**config.mk**
```make
export PLATFORM = sky130hd
export DESIGN_NAME = clkctl_regbank
export DESIGN_NICKNAME = d
export VERILOG_FILES = /design/src/rtl/clkctl_pkg.sv /design/src/rtl/clkctl_addr_dec.sv /design/src/rtl/clkctl_word_reg.sv /design/src/rtl/clkctl_regbank.sv
export SDC_FILE = /design/constraint.sdc
export NUM_CORES = 1
export LEC_CHECK = 0
export BUFFER_PORTS_ARGS = -buffer_cell sky130_fd_sc_hd__buf_2
export CELL_PAD_IN_SITES_DETAIL_PLACEMENT = 1
export CELL_PAD_IN_SITES_GLOBAL_PLACEMENT = 1
export CORE_UTILIZATION = 45
export DETAILED_ROUTE_END_ITERATION = 7
export HOLD_SLACK_MARGIN = 0.03
export PLACE_DENSITY = 0.76
export SYNTH_ARGS = -nofsm -noshare
export SYNTH_HDL_FRONTEND = slang
export SYNTH_SLANG_ARGS = --single-unit
```
**constraint.sdc**
```tcl
create_clock -name clk_i -period 5.69 [get_ports clk_i]
set_clock_uncertainty 0.1 [all_clocks]
set_input_delay 0.8535 -clock clk_i [delete_from_list [all_inputs] [get_ports clk_i]]
set_output_delay 0.8535 -clock clk_i [all_outputs]
set_load 0.02 [all_outputs]
```
**src/rtl/clkctl_pkg.sv**
```systemverilog
package clkctl_pkg;
   localparam int WORD_W    = 32;
   localparam int NUM_WORDS = 28;
   localparam int IDX_W     = $clog2(NUM_WORDS);
   localparam int LOCK_BIT  = 31;
   localparam int LOSS_BIT  = 30;
   localparam int PDN_BIT   = 12;

   localparam int IDX_GATE0   = 0;
   localparam int IDX_SRCSEL  = 1;
   localparam int IDX_DIV0    = 2;
   localparam int IDX_PLL_A   = 3;
   localparam int IDX_PLL_B   = 4;
   localparam int IDX_SWTRIG  = 5;
   localparam int IDX_IPRST0  = 8;
   localparam int IDX_IPRST1  = 9;
   localparam int IDX_GATE1   = 10;
   localparam int IDX_DIV1    = 11;
   localparam int IDX_GATE2   = 12;
   localparam int IDX_IPRST2  = 13;
   localparam int IDX_WDRST0  = 14;
   localparam int IDX_WDRST2  = 16;
   localparam int IDX_SWCFG0  = 17;
   localparam int IDX_PLL_C   = 21;
   localparam int IDX_CORERST = 23;
   localparam int IDX_PLL_G   = 24;
   localparam int IDX_BUSFREQ = 25;
   localparam int IDX_SECONDS = 26;
   localparam int IDX_TICKS   = 27;

   typedef enum logic [1:0] {
      KIND_PLAIN,
      KIND_PLL,
      KIND_WO,
      KIND_EXT
   } word_kind_e;

   function automatic word_kind_e kind_of(int idx);
      if (idx == IDX_PLL_A || idx == IDX_PLL_B || idx == IDX_PLL_C || idx == IDX_PLL_G)
         return KIND_PLL;
      if (idx == IDX_SWTRIG)
         return KIND_WO;
      if (idx == IDX_SECONDS || idx == IDX_TICKS)
         return KIND_EXT;
      return KIND_PLAIN;
   endfunction

   function automatic logic [WORD_W-1:0] cold_value(int idx);
      logic [WORD_W-1:0] v;
      v = '0;
      if (idx == IDX_GATE0 || idx == IDX_GATE1 || idx == IDX_GATE2 ||
          (idx >= IDX_WDRST0 && idx <= IDX_WDRST2))
         v = 32'hFFFF_FFFF;
      case (idx)
         IDX_SRCSEL:  v = 32'h004A_AAAA;
         IDX_DIV0:    v = 32'h5413_F855;
         IDX_DIV1:    v = 32'hAA4F_8F9F;
         IDX_IPRST0:  v = 32'h0000_1000;
         IDX_IPRST1:  v = 32'h8000_0000;
         IDX_IPRST2:  v = 32'h0300_0000;
         IDX_SWCFG0:  v = 32'h0000_0003;
         IDX_CORERST: v = 32'h0400_0003;
         IDX_BUSFREQ: v = 32'h0000_00C8;
         IDX_PLL_A:   v = 32'h0022_2101;
         IDX_PLL_B:   v = 32'h0020_2101;
         IDX_PLL_C:   v = 32'h00C0_2105;
         IDX_PLL_G:   v = 32'h0122_8606;
         default: ;
      endcase
      if (kind_of(idx) == KIND_PLL)
         v[LOCK_BIT] = 1'b1;
      return v;
   endfunction
endpackage

```
**src/rtl/clkctl_addr_dec.sv**
```systemverilog
module clkctl_addr_dec
   import clkctl_pkg::*;
#(
   parameter int ADDR_W = 12
) (
   input  logic [ADDR_W-1:0] addr_i,
   output logic [IDX_W-1:0]  idx_o,
   output logic              hit_o,
   output logic              rd_ok_o,
   output logic              wr_ok_o
);
   localparam int WIDX_W = ADDR_W - 2;

   generate
      if (WIDX_W < IDX_W) begin : g_bad_width
         $error("clkctl_addr_dec: ADDR_W too small for the word count");
      end
   endgenerate

   logic [WIDX_W-1:0] word_idx;
   logic              aligned;
   logic              in_range;
   word_kind_e        kind;

   assign word_idx = addr_i[ADDR_W-1:2];
   assign aligned  = (addr_i[1:0] == 2'b00);
   assign in_range = (word_idx < WIDX_W'(NUM_WORDS));
   assign idx_o    = word_idx[IDX_W-1:0];
   assign hit_o    = aligned && in_range;
   assign kind     = kind_of(int'(idx_o));
   assign rd_ok_o  = hit_o && (kind != KIND_WO);
   assign wr_ok_o  = hit_o && (kind != KIND_EXT);
endmodule

```
**src/rtl/clkctl_word_reg.sv**
```systemverilog
module clkctl_word_reg
   import clkctl_pkg::*;
#(
   parameter word_kind_e        KIND      = KIND_PLAIN,
   parameter logic [WORD_W-1:0] RESET_VAL = '0
) (
   input  logic              clk_i,
   input  logic              rst_ni,
   input  logic              wr_i,
   input  logic [WORD_W-1:0] wdata_i,
   output logic [WORD_W-1:0] q_o
);
   logic [WORD_W-1:0] q;
   logic [WORD_W-1:0] nxt;

   generate
      if (KIND == KIND_PLL) begin : g_pll
         always_comb begin
            nxt = wdata_i;
            if (wdata_i[PDN_BIT]) begin
               nxt[LOCK_BIT] = 1'b0;
               nxt[LOSS_BIT] = 1'b1;
            end else begin
               nxt[LOCK_BIT] = 1'b1;
               nxt[LOSS_BIT] = wdata_i[LOSS_BIT] ? 1'b0 : q[LOSS_BIT];
            end
         end


         pdn_lock_chk: assert property (@(posedge clk_i) disable iff (!rst_ni)
            (wr_i && wdata_i[PDN_BIT]) |=> (!q_o[LOCK_BIT] && q_o[LOSS_BIT]));

         run_lock_chk: assert property (@(posedge clk_i) disable iff (!rst_ni)
            (wr_i && !wdata_i[PDN_BIT]) |=> (q_o[LOCK_BIT] &&
               (!$past(wdata_i[LOSS_BIT]) || !q_o[LOSS_BIT])));

         loss_hold_chk: assert property (@(posedge clk_i) disable iff (!rst_ni)
            (wr_i && !wdata_i[PDN_BIT] && !wdata_i[LOSS_BIT]) |=>
               (q_o[LOSS_BIT] == $past(q_o[LOSS_BIT])));
      end else if (KIND == KIND_WO) begin : g_wo
         assign nxt = wdata_i & '0;
      end else begin : g_plain
         assign nxt = wdata_i;
      end
   endgenerate

   always_ff @(posedge clk_i or negedge rst_ni) begin
      if (!rst_ni)
         q <= RESET_VAL;
      else if (wr_i)
         q <= nxt;
   end

   assign q_o = q;
endmodule

```
**src/rtl/clkctl_regbank.sv**
```systemverilog
module clkctl_regbank
   import clkctl_pkg::*;
#(
   parameter int ADDR_W = 12
) (
   input  logic              clk_i,
   input  logic              rst_ni,
   input  logic              rd_i,
   input  logic              wr_i,
   input  logic [ADDR_W-1:0] addr_i,
   input  logic [31:0]       wdata_i,
   input  logic [31:0]       sec_cnt_i,
   input  logic [31:0]       tick_cnt_i,
   output logic [31:0]       rdata_o,
   output logic              err_o
);
   localparam int SLOTS = 2 ** IDX_W;

   generate
      if (WORD_W != 32) begin : g_bad_word
         $error("clkctl_regbank: port width assumes 32-bit words");
      end
   endgenerate

   logic [IDX_W-1:0]  idx;
   logic              hit;
   logic              rd_ok;
   logic              wr_ok;
   logic [WORD_W-1:0] words [SLOTS];

   clkctl_addr_dec #(.ADDR_W(ADDR_W)) dec_i (
      .addr_i  (addr_i),
      .idx_o   (idx),
      .hit_o   (hit),
      .rd_ok_o (rd_ok),
      .wr_ok_o (wr_ok)
   );

   generate
      for (genvar i = 0; i < SLOTS; i++) begin : g_word
         if (i >= NUM_WORDS) begin : g_void
            assign words[i] = '0;
         end else if (kind_of(i) == KIND_EXT) begin : g_ext
            assign words[i] = (i == IDX_SECONDS) ? sec_cnt_i : tick_cnt_i;
         end else begin : g_store
            logic hit_wr;
            assign hit_wr = wr_i && wr_ok && (idx == IDX_W'(i));
            clkctl_word_reg #(
               .KIND      (kind_of(i)),
               .RESET_VAL (cold_value(i))
            ) word_i (
               .clk_i   (clk_i),
               .rst_ni  (rst_ni),
               .wr_i    (hit_wr),
               .wdata_i (wdata_i),
               .q_o     (words[i])
            );
         end
      end
   endgenerate

   always_ff @(posedge clk_i or negedge rst_ni) begin
      if (!rst_ni) begin
         rdata_o <= '0;
         err_o   <= 1'b0;
      end else begin
         rdata_o <= (rd_i && rd_ok) ? words[idx] : '0;
         err_o   <= (rd_i && !rd_ok) || (wr_i && !wr_ok);
      end
   end


   bad_addr_read_chk: assert property (@(posedge clk_i) disable iff (!rst_ni)
      (rd_i && !hit) |=> (rdata_o == '0 && err_o));

   trig_read_chk: assert property (@(posedge clk_i) disable iff (!rst_ni)
      (rd_i && hit && idx == IDX_W'(IDX_SWTRIG)) |=> (rdata_o == '0 && err_o));

   idle_quiet_chk: assert property (@(posedge clk_i) disable iff (!rst_ni)
      (!rd_i && !wr_i) |=> (!err_o && rdata_o == '0));

   ext_write_chk: assert property (@(posedge clk_i) disable iff (!rst_ni)
      (wr_i && hit && (idx == IDX_W'(IDX_SECONDS) || idx == IDX_W'(IDX_TICKS))) |=> err_o);
endmodule

```
==> out/metrics.csv <==
metric,value,unit
CORE AREA,84000,µm²
outcome,"finished, final reports clean",
Initial DRT Pass Iterations,5,
n_diodes,0,
Worst-path clk slew,0.06,ns
Static Leak,19.7,nW
Routability Congestion,0.765,
grt met2 use,42.1,%
CTS Hold Buffers Added,0,
Final setup viols,0,
Seq cells post-synth,833,
# port buffers,144,
Synth Flop Type,dfrtp_1,
Critical Path AT,3.94,ns
mapped cell area,38300,µm²
post-CTS resize count,0,
Worst Path Required,6.15,ns
"leading cell types in the layout, fill and taps excluded","mux2_2, dfrtp_1, dfstp_2",
Top delay family on crit path,buffers and inverters,
"most used cell, CP",buf_4,
routing usage on met1,32.8,%
first-pass GRT wire length,162000,µm
Detail Placement HPWL,60100,µm
Synth warnings,0,
RSZ-0062 raised after global routing,no,
Worst VDD drop,0.000223,V
Residual DRC,0,
Critical Path End Type,flip-flop,
final worst slack,2.21,ns
Rel. slew slack,11.5,%
Fin. Hold Viols,0,
Post-synth EDFFs,0,
asr flop ratio synth,100,%
dpl ws,1.57,ns
CTS tree,built,
Max Clk Rate,287,MHz
delay of the slowest cell on the worst path,0.68,ns
CTS Sinks,833,
TritonCTS Buffers,92,
Die X,294,µm
drt wl/cell,27.7,µm
max-cap violations,0,
worst r2r src,g_word[15].g_store.word_i.q_o[21],
Rows,106,
H-tree levels,3,
via count,22200,
routing usage on met3,3.25,%
Post-CTS Setup Repair Bufs,0,
post-layout min period,3.48,ns
layer with the highest usage,met2,
"commonest non-fill, non-tap cell in the layout",mux2_2,
Final Max Slew Viols,0,
CP max FO,57,
fin nets,2631,
worst reg2reg endpoint,rdata_o[21],
DRT iter0 DRCs,1036,
GRT Util Overall,24.8,%
final worst-path cycle share,61.2,%
GR Overflow Total,0,
clk root buf,clkbuf_16,
drt total wl,103000,µm
Die ar.,86200,µm²
library cells used by synthesis,48,
crit path kind,in2reg,
area grow syn2layout,12.7,%
crit-path cells,buf_6 > buf_4 > nand3_1 > nor2_4 > buf_4 > mux2_2,
Mapped Nets,2577,
Reg2Reg Depth,4,
initial antenna violation count,0,
worst hold-check path type,in2async,
Critical Path Start Type,input port,
worst skew pair latency,0.65,ns
Die Ht,294,µm
Final TNS setup,0,ns
CTS Buffer Depth,3,
maximum number of pins on one net before global-route repair,151,
ratio of cells with drive above 1 in the final layout,62.6,%
IO Count,145,
Post-DRT Antenna Nets,0,
vias in the first global route,25500,
syn_area_per_cell,15.5,µm²
"Buf+Inv Stages, Crit Path",3,
Initial Util,45.6,%
Mapped Cells,2465,
vias per cell,5.95,
Power per Cell Area,294,nW/µm²
Worst Tran Pin Value,1.33,ns
R2R Setup Slk,3.68,ns
Crit-path slowest cell,buf_4,
register area share after synthesis,55.4,%
==> where the power goes <==
part,internal [mW],leakage (nW),total (mW),switching (mW)
sequential,5.97,10.6,5.98,0.0126
clock,3.71,1.53,6.15,2.44
combinational,0.167,7.58,0.556,0.389
total,9.84,19.7,12.7,2.85
==> cell families (layout without fill, tap and decap cells) <==
logic type,after synthesis,in the layout,share of synthesized area (%)
buffers and inverters,264,396,3.09
and+or+nand+nor,183,183,2.47
muxes,1048,1048,36.3
DFF,833,833,55.4
AOI/OAI and AO/OA,137,137,2.76
==> Yosys cell counts, types with 2 or more instances <==
cell type	instances	share of area, %
o221ai_1	58	1.3
or3_1	3	0.049
nand2_1	51	0.50
dfrtp_1	556	36
nor2b_1	34	0.56
nor4_2	2	0.065
buf_1	42	0.41
dfstp_2	277	19
buf_2	67	0.88
mux2_1	5	0.15
nor2_1	51	0.50
nor3_1	9	0.12
a221o_1	2	0.052
a2111oi_0	2	0.046
nand2b_1	5	0.082
o21ai_0	33	0.43
mux2_4	2	0.078
mux4_2	192	11
a22o_1	5	0.11
clkbuf_8	3	0.11
a2bb2oi_1	29	0.66
nand3b_1	2	0.039
nand3_1	11	0.14
clkbuf_1	110	1.1
inv_1	30	0.29
mux2_2	785	23
a21oi_1	6	0.078
dlygate4sd3_1	8	0.21
mux2i_1	64	1.7
buf_6	3	0.088
==> metrics by stage <==
step / std cells / total power [mW] / instance area (µm²) / util (%) / hold WS, ns
detailed placement: 3559 / 6.64 / 40000 / 47.6 / 0.381
global route: 3731 / 13.1 / 43100 / 51.4 / 0.228
global placement: 3559 / 6.62 / 40000 / 47.6 / 0.369
CTS: 3731 / 12.8 / 43100 / 51.4 / 0.223
floorplan: 2465 / 6.35 / 38300 / - / 0.358
finish: 3731 / 12.7 / 43100 / 51.4 / 0.197
==> worst max-delay path by stage <==
| stage | start | endpoint | slack [ns] | depth (start not counted) |
|---|---|---|---|---|
| 2_1_floorplan | addr_i[2] | rdata_o[26] | 2.79 | 6 |
| 3_3_place_gp | addr_i[3] | g_word[16].g_store.word_i.q_o[22] | 1.66 | 4 |
| 3_5_place_dp | addr_i[4] | g_word[15].g_store.word_i.q_o[18] | 1.57 | 6 |
| 4_1_cts | addr_i[4] | g_word[15].g_store.word_i.q_o[2] | 2.22 | 6 |
| 5_1_grt | addr_i[4] | g_word[15].g_store.word_i.q_o[24] | 2.14 | 6 |
| 6_report | addr_i[4] | g_word[15].g_store.word_i.q_o[2] | 2.21 | 6 |
==> routing by layer <==
metal | up-vias | part of all wire [%]
li1 | 9253 | -
met1 | 12300 | 43
met2 | 437 | 51
met3 | 210 | 3.2
met4 | 0 | 3.6
met5 | - | 0
==> registers in the layout, indices dropped and copies added, names as in the netlist <==
| register | flops |
|---|---|
| rdata_o | 32 |
| err_o | 1 |
| g_word.g_store.word_i.q_o | 800 |
==> area by class of cell <==
type,count,area (µm²)
Multi-Input combinational cell,1368,16000
Fill cell,7855,40800
Inverter,30,113
Sequential cell,833,21200
Clock inverter,27,403
Tap cell,1134,1420
Clock buffer,145,2740
Timing Repair Buffer,194,1220
Note: power is estimated with default switching activity, not from simulation.
